File: src/rtl/cmh_pkg.sv
package cmh_pkg;
    localparam int ADDR_HI_W = 3;
    localparam int DATA_W    = 8;
    localparam int NYB_W     = 4;
    localparam int CMD_W     = 3;
    localparam int WORD_W    = CMD_W + NYB_W;

    localparam logic [NYB_W-1:0] MODE_RAM_RO = 4'h0;
    localparam logic [NYB_W-1:0] MODE_RAM_RW = 4'hA;
    localparam logic [NYB_W-1:0] MODE_CMD_WR = 4'hB;
    localparam logic [NYB_W-1:0] MODE_RSP_RD = 4'hC;
    localparam logic [NYB_W-1:0] MODE_SEM    = 4'hD;
    localparam logic [NYB_W-1:0] MODE_IR     = 4'hE;

    typedef enum logic [2:0] {
        WK_RAM_RO,
        WK_RAM_RW,
        WK_CMD,
        WK_RSP,
        WK_SEM,
        WK_IR,
        WK_ONES
    } win_kind_e;

    typedef struct packed {
        logic [CMD_W-1:0] code;
        logic [NYB_W-1:0] arg;
    } cmd_word_t;

    function automatic win_kind_e classify(input logic [NYB_W-1:0] m);
        case (m)
            MODE_RAM_RO: classify = WK_RAM_RO;
            MODE_RAM_RW: classify = WK_RAM_RW;
            MODE_CMD_WR: classify = WK_CMD;
            MODE_RSP_RD: classify = WK_RSP;
            MODE_SEM:    classify = WK_SEM;
            MODE_IR:     classify = WK_IR;
            default:     classify = WK_ONES;
        endcase
    endfunction

    function automatic logic [DATA_W-1:0] pack_status(input logic [CMD_W-1:0] code,
                                                      input logic [NYB_W-1:0] low);
        pack_status = {1'b1, code, low};
    endfunction
endpackage

File: src/rtl/cmh_mode_reg.sv
module cmh_mode_reg
    import cmh_pkg::*;
#(
    parameter logic [NYB_W-1:0] RESET_MODE = 4'h0
) (
    input  logic             clk,
    input  logic             rst,
    input  logic             ctrl_we,
    input  logic [NYB_W-1:0] wr_nyb,
    output logic [NYB_W-1:0] mode,
    output win_kind_e        kind
);
    logic [NYB_W-1:0] mode_q;

    always_ff @(posedge clk) begin
        if (rst)          mode_q <= RESET_MODE;
        else if (ctrl_we) mode_q <= wr_nyb;
    end

    assign mode = mode_q;
    assign kind = classify(mode_q);

    // the mode only moves on a control-range write
    assert_mode_hold_R12: assert property (@(posedge clk) disable iff (rst)
        !ctrl_we |=> $stable(mode_q));
endmodule

File: src/rtl/cmh_mailbox.sv
module cmh_mailbox
    import cmh_pkg::*;
(
    input  logic              clk,
    input  logic              rst,
    input  logic              cmd_we,
    input  logic              sem_we,
    input  logic [WORD_W-1:0] wr_bits,
    input  logic              eng_done,
    output cmd_word_t         cmd_word,
    output logic              sem_ready,
    output logic              start_pulse
);
    cmd_word_t cmd_q;
    logic      ready_q;
    logic      start_q;
    logic      fire;

    assign fire = sem_we && ready_q && !wr_bits[0];

    always_ff @(posedge clk) begin
        if (rst) begin
            cmd_q   <= '0;
            ready_q <= 1'b1;
            start_q <= 1'b0;
        end else begin
            start_q <= fire;
            if (cmd_we) cmd_q <= cmd_word_t'(wr_bits);
            if (fire)          ready_q <= 1'b0;
            else if (eng_done) ready_q <= 1'b1;
        end
    end

    assign cmd_word    = cmd_q;
    assign sem_ready   = ready_q;
    assign start_pulse = start_q;

    // a start request is seen only while the engine is busy
    assert_start_busy_R9: assert property (@(posedge clk) disable iff (rst)
        start_q |-> !ready_q);
    // the start request lasts one cycle
    assert_start_single_R9: assert property (@(posedge clk) disable iff (rst)
        start_q |=> !start_q);
    // a write while busy cannot make ready return
    assert_busy_hold_R10: assert property (@(posedge clk) disable iff (rst)
        (sem_we && !ready_q && !eng_done) |=> !ready_q && !start_q);
    // ready comes back only after a completion pulse
    assert_ready_src_R9: assert property (@(posedge clk) disable iff (rst)
        $rose(ready_q) |-> $past(eng_done));
endmodule

File: src/rtl/cmh_window_mux.sv
module cmh_window_mux
    import cmh_pkg::*;
(
    input  logic              clk,
    input  logic              rst,
    input  win_kind_e         kind,
    input  logic              win_rd,
    input  logic              win_wr,
    input  logic [DATA_W-1:0] ram_rdata,
    input  cmd_word_t         cmd_word,
    input  logic [NYB_W-1:0]  rsp_nyb,
    input  logic              sem_ready,
    input  logic              ir_flag,
    output logic [DATA_W-1:0] rdata,
    output logic              ram_cs,
    output logic              ram_we
);
    logic ram_ok_rd;
    logic ram_ok_wr;

    assign ram_ok_rd = (kind == WK_RAM_RW) || (kind == WK_RAM_RO);
    assign ram_ok_wr = (kind == WK_RAM_RW);

    always_comb begin
        ram_cs = (win_rd && ram_ok_rd) || (win_wr && ram_ok_wr);
        ram_we = win_wr && ram_ok_wr;
    end

    always_comb begin
        rdata = '1;
        if (win_rd) begin
            case (kind)
                WK_RAM_RO, WK_RAM_RW: rdata = ram_rdata;
                WK_CMD:  rdata = pack_status(cmd_word.code, cmd_word.arg);
                WK_RSP:  rdata = pack_status(cmd_word.code, rsp_nyb);
                WK_SEM:  rdata = pack_status(cmd_word.code, {3'b000, sem_ready});
                WK_IR:   rdata = {{(DATA_W-1){1'b1}}, ir_flag};
                default: rdata = '1;
            endcase
        end
    end

    // RAM writes happen only in the read/write mode
    assert_we_mode_R4: assert property (@(posedge clk) disable iff (rst)
        ram_we |-> (kind == WK_RAM_RW) && ram_cs);
    // the read-only mode never selects RAM on a write
    assert_ro_nowrite_R3: assert property (@(posedge clk) disable iff (rst)
        (kind == WK_RAM_RO && win_wr) |-> !ram_cs);
    // values from the controller itself float bit 7 high
    assert_top_bit_R5: assert property (@(posedge clk) disable iff (rst)
        (win_rd && !ram_ok_rd) |-> rdata[DATA_W-1]);
endmodule

File: src/rtl/cart_mode_host.sv
module cart_mode_host
    import cmh_pkg::*;
#(
    parameter logic [ADDR_HI_W-1:0] CTRL_SEL   = 3'b000,
    parameter logic [ADDR_HI_W-1:0] WIN_SEL    = 3'b101,
    parameter logic [NYB_W-1:0]     RESET_MODE = 4'h0
) (
    input  logic                 clk,
    input  logic                 rst,
    input  logic [ADDR_HI_W-1:0] bus_addr_hi,
    input  logic                 bus_wr,
    input  logic                 bus_rd,
    input  logic [DATA_W-1:0]    bus_wdata,
    output logic [DATA_W-1:0]    bus_rdata,
    input  logic [DATA_W-1:0]    ram_rdata,
    output logic                 ram_cs,
    output logic                 ram_we,
    output logic [CMD_W-1:0]     cmd_code,
    output logic [NYB_W-1:0]     cmd_arg,
    output logic                 cmd_start,
    input  logic [NYB_W-1:0]     rsp_nyb,
    input  logic                 eng_done,
    input  logic                 ir_detect
);
    logic              ctrl_hit, win_hit;
    logic              ctrl_we, win_rd, win_wr;
    logic [WORD_W-1:0] wbits;
    logic [NYB_W-1:0]  mode;
    win_kind_e         kind;
    cmd_word_t         cword;
    logic              ready;

    assign ctrl_hit = (bus_addr_hi == CTRL_SEL);
    assign win_hit  = (bus_addr_hi == WIN_SEL);
    assign ctrl_we  = ctrl_hit && bus_wr;
    assign win_rd   = win_hit && bus_rd;
    assign win_wr   = win_hit && bus_wr;
    assign wbits    = bus_wdata[WORD_W-1:0];

    cmh_mode_reg #(.RESET_MODE(RESET_MODE)) u_mode (
        .clk     (clk),
        .rst     (rst),
        .ctrl_we (ctrl_we),
        .wr_nyb  (bus_wdata[NYB_W-1:0]),
        .mode    (mode),
        .kind    (kind)
    );

    cmh_mailbox u_mbox (
        .clk         (clk),
        .rst         (rst),
        .cmd_we      (win_wr && kind == WK_CMD),
        .sem_we      (win_wr && kind == WK_SEM),
        .wr_bits     (wbits),
        .eng_done    (eng_done),
        .cmd_word    (cword),
        .sem_ready   (ready),
        .start_pulse (cmd_start)
    );

    cmh_window_mux u_mux (
        .clk       (clk),
        .rst       (rst),
        .kind      (kind),
        .win_rd    (win_rd),
        .win_wr    (win_wr),
        .ram_rdata (ram_rdata),
        .cmd_word  (cword),
        .rsp_nyb   (rsp_nyb),
        .sem_ready (ready),
        .ir_flag   (ir_detect),
        .rdata     (bus_rdata),
        .ram_cs    (ram_cs),
        .ram_we    (ram_we)
    );

    assign cmd_code = cword.code;
    assign cmd_arg  = cword.arg;

    // accesses outside the window never select RAM
    assert_cs_window_R12: assert property (@(posedge clk) disable iff (rst)
        !win_hit |-> !ram_cs);
    // the command word changes only on a window write
    assert_cmd_hold_R6: assert property (@(posedge clk) disable iff (rst)
        !win_wr |=> $stable(cword));
    // a control write lands its low nybble as the mode
    assert_mode_load_R2: assert property (@(posedge clk) disable iff (rst)
        ctrl_we |=> mode == $past(bus_wdata[NYB_W-1:0]));
endmodule

File: config.mk
export PLATFORM = sky130hd
export DESIGN_NAME = cart_mode_host
export DESIGN_NICKNAME = d
export VERILOG_FILES = /design/src/rtl/cmh_pkg.sv /design/src/rtl/cmh_mode_reg.sv /design/src/rtl/cmh_mailbox.sv /design/src/rtl/cmh_window_mux.sv /design/src/rtl/cart_mode_host.sv
export SDC_FILE = /design/constraint.sdc
export NUM_CORES = 1
export LEC_CHECK = 0
export ABC_AREA = 1
export BUFFER_PORTS_ARGS = -buffer_cell sky130_fd_sc_hd__buf_2
export CORE_ASPECT_RATIO = 0.6
export CORE_MARGIN = 5
export CORE_UTILIZATION = 35
export CTS_CLUSTER_SIZE = 24
export DETAILED_ROUTE_END_ITERATION = 8
export PLACE_DENSITY = 0.66
export SLEW_MARGIN = 20
export SYNTH_ARGS = -nofsm -noshare
export SYNTH_HDL_FRONTEND = slang
export SYNTH_SLANG_ARGS = --single-unit
export TNS_END_PERCENT = 30
File: constraint.sdc
create_clock -name clk -period 2.2 [get_ports clk]
set_input_delay 0.11 -clock clk [delete_from_list [all_inputs] [get_ports clk]]
set_output_delay 0.11 -clock clk [all_outputs]
set_load 0.03 [all_outputs]
# Yosys cells after proc, flatten, opt, wreduce, memory -nomap -nowiden
# Cells that the tools add are included.
[op_classes]
n_eq_ne = 11
mux = 5
n_reduce_logical = 17
[op_table]
columns = ["operator", "n"]
rows = [
  ["8-bit one-hot mux with 5 select lines", 1],
  ["4-bit == test, second input constant", 5],
  ["3-bit one-hot mux with 6 select lines", 1],
  ["3-bit == test, second input constant", 3],
  ["1-bit logical AND", 9],
  ["8-bit two-way mux", 1],
  ["3-bit by 2-bit == test with 1-bit output, second input constant", 2],
  ["3-bit zero test", 2],
  ["4-bit zero test", 1],
  ["3-bit by 1-bit == test with 1-bit output, second input constant", 1],
  ["1-bit logical OR", 2],
  ["1-bit two-way mux", 2],
  ["2-bit nonzero test", 1],
  ["2-bit OR reduction", 1],
  ["1-bit zero test", 1],
]
[word_totals]
ff_bits = 13
inputBits = 29
out_inout_bits = 18
elab_cells = 38

# Depth between registers and ports, before layout
# Gate-level depths: netlist of the first run.
[logic_depth]
ltp_word = 7
mapped_depth = 11
ltp_nobuf = 11

# Cells and area by module
# Synthesis of the first run repeated with hierarchy kept, for this count alone.
[unflattened]
hier_cells = 150
hier_area_um2 = 884.6
[by_module_without_submodules]
columns = ["module", "instances", "cells_per_inst", "area_per_inst_um2", "seq_area_each_um2"]
rows = [
  ["cmh_mailbox", 1, 41, 309.0, 180.2],
  ["cmh_window_mux", 1, 56, 286.5, 0.0],
  ["cmh_mode_reg", 1, 38, 221.5, 80.1],
  ["cart_mode_host", 1, 15, 67.6, 0.0],
]

# Worst setup path before layout of the first run
# OpenSTA, ideal clock, no wires.
[synth_timing]
path_type = "flip-flop to output port"
from = "register u_mode.mode_q[0] (netlist: u_mode.mode[0])"
to = "output ram_we"
arrival_ps = 1865
required_ps = 2090
slack_ps = 225
stages_incl_launch_ff = 8
n_path_buf = 0
cell_sequence = "dfxtp_1 -> inv_1 -> nand2_1 -> nand3_1 -> ha_1 -> nand3_4 -> nand3_4 -> nor3_1"
[synth_between]
elab_chain_cells = 4
elab_cells_between_ends = 9
cone_classes = "6 x eq/ne; 1 x mux; 2 x reduce/logical"
[synth_rtl]
columns = ["item", "line", "rtl"]
rows = [
  ["start: declaration", "cmh_mode_reg.sv:13", "logic [NYB_W-1:0] mode_q;"],
  ["start signal: assignment", "cmh_mode_reg.sv:17", "else if (ctrl_we) mode_q <= wr_nyb;"],
  ["4-bit == test or 4-bit zero test (tied branches)", "cmh_pkg.sv:31", "case (m)"],
  ["3-bit one-hot mux with 6 select lines (*)", "cmh_pkg.sv:31", ""],
  ["3-bit by 1-bit == test with 1-bit output (*)", "cmh_window_mux.sv:22", "assign ram_ok_wr = (kind == WK_RAM_RW);"],
  ["1-bit logical AND (*)", "cmh_window_mux.sv:26", "ram_we = win_wr && ram_ok_wr;"],
  ["end: declaration", "cart_mode_host.sv:17", "output logic ram_we,"],
]
# Every way passes the cells marked *; elsewhere a longest branch is shown, timed or not.

# Worst setup path in the final report of the first run
[layout_timing]
from = "register u_mode.mode_q[0] (netlist: u_mode.mode[0])"
to = "output bus_rdata[3]"
[layout_between]
elab_chain_cells = 6
elab_cells_between_ends = 16
cone_classes = "10 x eq/ne; 3 x mux; 3 x reduce/logical"
[layout_rtl]
columns = ["item", "line", "rtl"]
rows = [
  ["4-bit == test or 4-bit zero test (tied branches)", "cmh_pkg.sv:31", ""],
  ["3-bit one-hot mux with 6 select lines (*)", "cmh_pkg.sv:31", ""],
  ["3-bit by 1-bit == test with 1-bit output or 3-bit zero test (tied branches)", "cmh_window_mux.sv:32", "case (kind)"],
  ["2-bit OR reduction", "cmh_window_mux.sv:32", ""],
  ["8-bit one-hot mux with 5 select lines (*)", "cmh_window_mux.sv:32", ""],
  ["8-bit two-way mux (*)", "cmh_window_mux.sv:31", "if (win_rd) begin"],
  ["end: declaration", "cart_mode_host.sv:14", "output logic [DATA_W-1:0] bus_rdata,"],
]
# Marked as above.

==> results of run 1 <==
## registers in the layout, indices dropped and copies added, names as in the netlist
signal / cells
u_mbox.cmd_word: 7
u_mbox.sem_ready: 1
u_mbox.start_pulse: 1
u_mode.mode: 4
## cell usage after synthesis
library cell and count:
nand4_1 11, nand4_4 1, ha_1 1, dfxtp_1 13, nand2_1 38, nand3_1 5
buf_4 1, nand3_4 2, inv_1 22, o21ai_4 1, o21a_1 1, o21ai_0 4
inv_2 2, nor2_1 35, clkbuf_4 1, buf_6 1, nor3_2 1, nor3_1 4
a21oi_1 5, nand2_4 1, nand2_2 7, nor2_2 1, o22ai_1 1, nor2_4 3
## worst paths after layout
check                                                     start                               to  slack, ns  depth (start not counted)
worst min-delay path                               bus_wdata[4]  u_mbox.cmd_word[4]$_SDFFE_PP0P_       0.09                          3
worst min register to register  u_mbox.cmd_word[1]$_SDFFE_PP0P_  u_mbox.cmd_word[1]$_SDFFE_PP0P_       0.52                          4
worst max-delay path                u_mode.mode[0]$_SDFFE_PP0P_                     bus_rdata[3]       0.15                         12
worst max register to register      u_mode.mode[0]$_SDFFE_PP0P_  u_mbox.cmd_word[6]$_SDFFE_PP0P_       0.48                         11
## routing by layer
metal	vias up	GRT usage	part of all wire	wire [microns]
met3	3	0.0294	0.10	276
li1	610	-	-	-
met2	45	0.158	0.35	949
met5	-	0	0	0
met4	0	0.0429	0.0097	26
met1	467	0.201	0.53	1440
## worst max-delay path: stages (launching register included)
cell and delay, ns:
dfxtp_2 0.34, inv_1 0.11, nand2_1 0.09, nor2_2 0.13, nor2_4 0.06, ha_2 0.18, nand3_4 0.11, buf_6 0.16
nand4_1 0.12, inv_1 0.11, nor2_4 0.05, nand2_1 0.05, buf_2 0.19
## layout make-up
cell class	count	area (sq um)
Fill cell	291	1470
Tap cell	34	42.5
Timing Repair Buffer	48	256
Inverter	24	90.1
Multi-Input combinational cell	122	648
Sequential cell	13	263
Clock buffer	4	45.0
## power by group through the flow
stage / clock [mW] / sequential, mW / combinational [mW]
after global placement: 0 / 0.246 / 0.105
after CTS: 0.217 / 0.241 / 0.105
after detailed placement: 0 / 0.246 / 0.105
after global routing: 0.228 / 0.242 / 0.120
final: 0.217 / 0.241 / 0.108
after floorplan: 0 / 0.246 / 0.0659
## repair_timing
item | CTS | global route
gates cloned | 0 | 0
gates resized for setup | 1 | 8
pin swaps | 1 | 0
buffers inserted | 1 | 0
endpoints found under the setup margin | 7 | 7
## metrics by stage
step | instance area, sq um | instances | hold WS (ns)
2_1_floorplan | 1010 | 162 | 0.244
3_3_place_gp | 1270 | 240 | 0.332
3_5_place_dp | 1270 | 240 | 0.347
4_1_cts | 1330 | 245 | 0.0961
5_1_grt | 1350 | 245 | 0.115
6_report | 1350 | 245 | 0.0948
## logic make-up (layout without fill, tap and decap cells)
logic type | count (synthesis) | after routing
buf+inv | 27 | 76
compound gates | 12 | 12
simple gates | 109 | 109
fa+ha+maj | 1 | 1
flops | 13 | 13
==> flow_summary.toml, run 1 <==
[synthesis]
synth-simple-area-share = 0.542
synth-seq-area-share = 0.257
yosysWarnings = 0
synth_top_family_by_area = "simple AND/OR/NAND/NOR gates"
synth-xor-area-share = 0
netlist_instances = 162
synth_area_sq_um = 1010
ys_types = 24
synth_largest_area_cell = "dfxtp_1"
synth_fa_ha_area_frac = 0.0123
synth_top_area_frac = 0.257
synthMuxAreaShare = 0
syn_area_per_cell_sq_um = 6.26
synth_fp_nets = 192
synth_area_leaders = "dfxtp_1 26%, nand2_1 14%, nor2_1 13%"
synth_compound_area_frac = 0.0741
ys_ff_latch = 13

[timing]
setup_viol = 0
fin_worst_skew_ns = 0.00494
period_minus_slack_ns = 2.05
relSlewSlack = 0.751
min_period_over_period = 0.932
rsz0062_at_grt = "false"
tns_ns = 0
fmax_mhz = 488
finalHoldViolations = 0
worst_pin_slew_ns = 0.372
drv_slew = 0
layout_setup_ws_ns = 0.150

[layout]
final_cell_mix = "43 x buf_2, 38 x nand2_1, 33 x nor2_1"
n_antenna_cell = 0
final_util = 0.478
syn_to_final_growth_pct = 32.7
final_common_cell = "buf_2"
layout-drive-gt1-share = 0.360
nets = 242

[drt]
vias = 1125
initialDrtViolationCount = 40
ant_nets = 0
wl_per_cell_microns = 11.0
drt-total-wl_mm = 2.69
post-route-drc-count = 0
vias_per_cell = 4.59
drt_pass1_iterations = 4

[power_and_ir_drop]
seqPwrFrac = 0.426
p_int_uw = 410
ir_drop_uv = 222
swShare = 0.277
p_comb_frac = 0.191
power_density_nw_per_um2 = 422
switchingPower_uw = 157
power_uw = 567
clockPowerShare = 0.383
leakage_nw = 0.701

[clock_network]
cts_root_buffer = "clkbuf_8"
cts_tree = "done"
htree_levels = 1
hold_buffers = 0
clock_sinks = 13
clock_path_buffers = 2
cts_buffers = 3
clock_latency_ns = 0.25
cts.clk_slew.worst_paths_ns = 0.06

[die]
initial_utilization = 0.360
die_x_microns = 79.5
ios = 47
rows = 15
die_area_sq_um = 4110
die_y_microns = 51.7
core_area_sq_um = 2820

[setup_path]
start_kind = "flip-flop"
crit_type = "flip-flop to primary output"
cp_max_fo = 12
arrival_ns = 1.94
critPathCaptureType = "primary output"
cp_data_required_time_ns = 2.09

[grt]
grt_pass1_wl_mm = 4.02
grt_overflow = 0
antenna_found_initial = 0
grt_usage = 0.126
grt_max_degree = 15
grt_pass1_vias = 873

[flow_run]
cap_violations = 0

[place]
io_buffers = 45
gp_congestion = 0.802
dp_slack_ns = 0.219
hpwl_mm = 2.15

[outcome]
outcome = "finished clean"

[hold_path]
hold_path.class = "primary input to flip-flop"
Note: power is estimated with default switching activity, not from simulation.
==> run 2: changes to the inputs <==
CORE_ASPECT_RATIO = 0.7   (was 0.6)
==> run 2 against run 1 <==
Against the previous run: clock skew decreased by 0.0018 ns; largest cell class unchanged; count of clock-buffer cells in the layout unchanged; critical path depth decreased by 1; highest routed layer is now met3; hold slack got worse by 0.0034 ns; core utilization increased by 1.5 points; sequential power about the same; die area decreased by 0.44%; sequential share of layout area decreased by 0.21 points; flip-flop and latch count unchanged; routed wire length decreased by 0.15%; largest power group unchanged; critical path type unchanged.
==> flow_summary.toml, run 2 (synthesized netlist as in run 1, its figures left out) <==
[timing]
fmax_mhz = 489
drv_slew = 0
setup_viol = 0
layout_setup_ws_ns = 0.155
relSlewSlack = 0.759
finalHoldViolations = 0
fin_worst_skew_ns = 0.00313
tns_ns = 0
rsz0062_at_grt = "false"
worst_pin_slew_ns = 0.360
period_minus_slack_ns = 2.04
min_period_over_period = 0.929

[grt]
grt_usage = 0.136
grt_pass1_wl_mm = 4.35
antenna_found_initial = 0
grt_max_degree = 15
busiest_layer = "met1"
grt_overflow = 0
gr-usage-met2 = 0.193
grt_util_met1 = 0.210
grt_use_met3 = 0.0162
grt_pass1_vias = 991

[power_and_ir_drop]
clockPowerShare = 0.366
p_comb_frac = 0.207
leakage_nw = 0.716
switchingPower_uw = 149
swShare = 0.263
p_int_uw = 417
power_density_nw_per_um2 = 413
seqPwrFrac = 0.427
ir_drop_uv = 266

[clock_network]
clock_latency_ns = 0.24
cts.clk_slew.worst_paths_ns = 0.05
cts_tree = "done"
clock_sinks = 13
cts_root_buffer = "clkbuf_8"
clock_path_buffers = 2
cts_buffers = 3
htree_levels = 1

[drt]
vias = 1109
drt-total-wl_mm = 2.68
ant_nets = 0
vias_per_cell = 4.44
post-route-drc-count = 0
initialDrtViolationCount = 43
wl_per_cell_microns = 10.7
drt_pass1_iterations = 4

[die]
initial_utilization = 0.364
die_y_microns = 55.0
core_area_sq_um = 2780
die_x_microns = 74.3
die_area_sq_um = 4090
ios = 47
rows = 16

[place]
io_buffers = 45
hpwl_mm = 2.17
gp_congestion = 0.744
dp_slack_ns = 0.254

[layout]
final_common_cell = "buf_2"
nets = 245
n_antenna_cell = 0
largest_register_ffs = 7
final_cell_mix = "43 x buf_2, 38 x nand2_1, 33 x nor2_1"
syn_to_final_growth_pct = 35.4
layout-drive-gt1-share = 0.379

[setup_path]
startpoint = "u_mode.mode[0]$_SDFFE_PP0P_"
cp_data_required_time_ns = 2.09
arrival_ns = 1.93
start_kind = "flip-flop"
r2r_slack_ns = 0.51
r2r_start = "u_mode.mode[0]$_SDFFE_PP0P_"
critPathCaptureType = "primary output"
cp-endpoint = "bus_rdata[1]"
crit_type = "flip-flop to primary output"
cp_max_fo = 7
r2r-end = "u_mbox.cmd_word[0]$_SDFFE_PP0P_"
ff2ff_path_depth = 10

[flow_run]
cap_violations = 0

[hold_path]
hold_path.class = "primary input to flip-flop"

[outcome]
outcome = "finished clean"
[run 2: power by group through the flow]
| stage | Clock, mW | Combinational (mW) | Sequential [mW] |
|---|---|---|---|
| 3_5_place_dp | 0 | 0.105 | 0.246 |
| 6_report | 0.207 | 0.117 | 0.242 |
| 2_1_floorplan | 0 | 0.0659 | 0.246 |
| 3_3_place_gp | 0 | 0.105 | 0.246 |
| 5_1_grt | 0.221 | 0.129 | 0.242 |
| 4_1_cts | 0.215 | 0.106 | 0.241 |
[run 2: layout make-up]
cell class | count | area [sq um]
fillers | 308 | 1410
multi-input cells | 122 | 648
clock buffers | 4 | 45.0
well taps | 36 | 45.0
flip-flops and latches | 13 | 265
repair buffers | 51 | 279
inverters | 24 | 90.1
[run 2: stage by stage]
stage	area (sq um)	util	std cells	hold slack, ns	power, mW
2_1_floorplan	1010	-	162	0.244	0.312
3_3_place_gp	1280	0.460	243	0.335	0.351
3_5_place_dp	1280	0.460	243	0.340	0.351
4_1_cts	1330	0.478	247	0.0877	0.562
5_1_grt	1370	0.493	250	0.122	0.593
6_report	1370	0.493	250	0.0914	0.566
[run 2: how the worst min path moves through the flow]
stage                                                  to  depth (start not counted)  slack [ns]          from
after global routing      u_mbox.cmd_word[4]$_SDFFE_PP0P_                          3        0.12  bus_wdata[4]
after detailed placement    u_mbox.sem_ready$_SDFFE_PP1P_                          3        0.34      eng_done
after global placement    u_mbox.cmd_word[5]$_SDFFE_PP0P_                          3        0.33  bus_wdata[5]
final                     u_mbox.cmd_word[4]$_SDFFE_PP0P_                          3        0.09  bus_wdata[4]
after CTS                 u_mbox.cmd_word[4]$_SDFFE_PP0P_                          3        0.09  bus_wdata[4]
after floorplan             u_mbox.sem_ready$_SDFFE_PP1P_                          2        0.24           rst
[run 2: what timing repair did]
item	4_1_cts	5_1_grt
endpoints found under the setup margin	1	7
gates resized for setup	1	10
hold buffers	0	0
buffers inserted	0	3
[run 2: worst max-delay path: stages, from the launching register on]
cell	delay, ns
dfxtp_2	0.33
inv_1	0.11
nand2_1	0.10
nand3_1	0.13
ha_2	0.20
nand3_4	0.12
buf_4	0.17
nand4_1	0.10
inv_1	0.08
nor2_4	0.12
nand2_1	0.06
buf_2	0.17
[run 2: layer usage]
layer	wire length, microns	up-vias
met1	1440	460
met2	1040	33
met4	0	0
li1	-	616
met5	0	-
met3	208	0
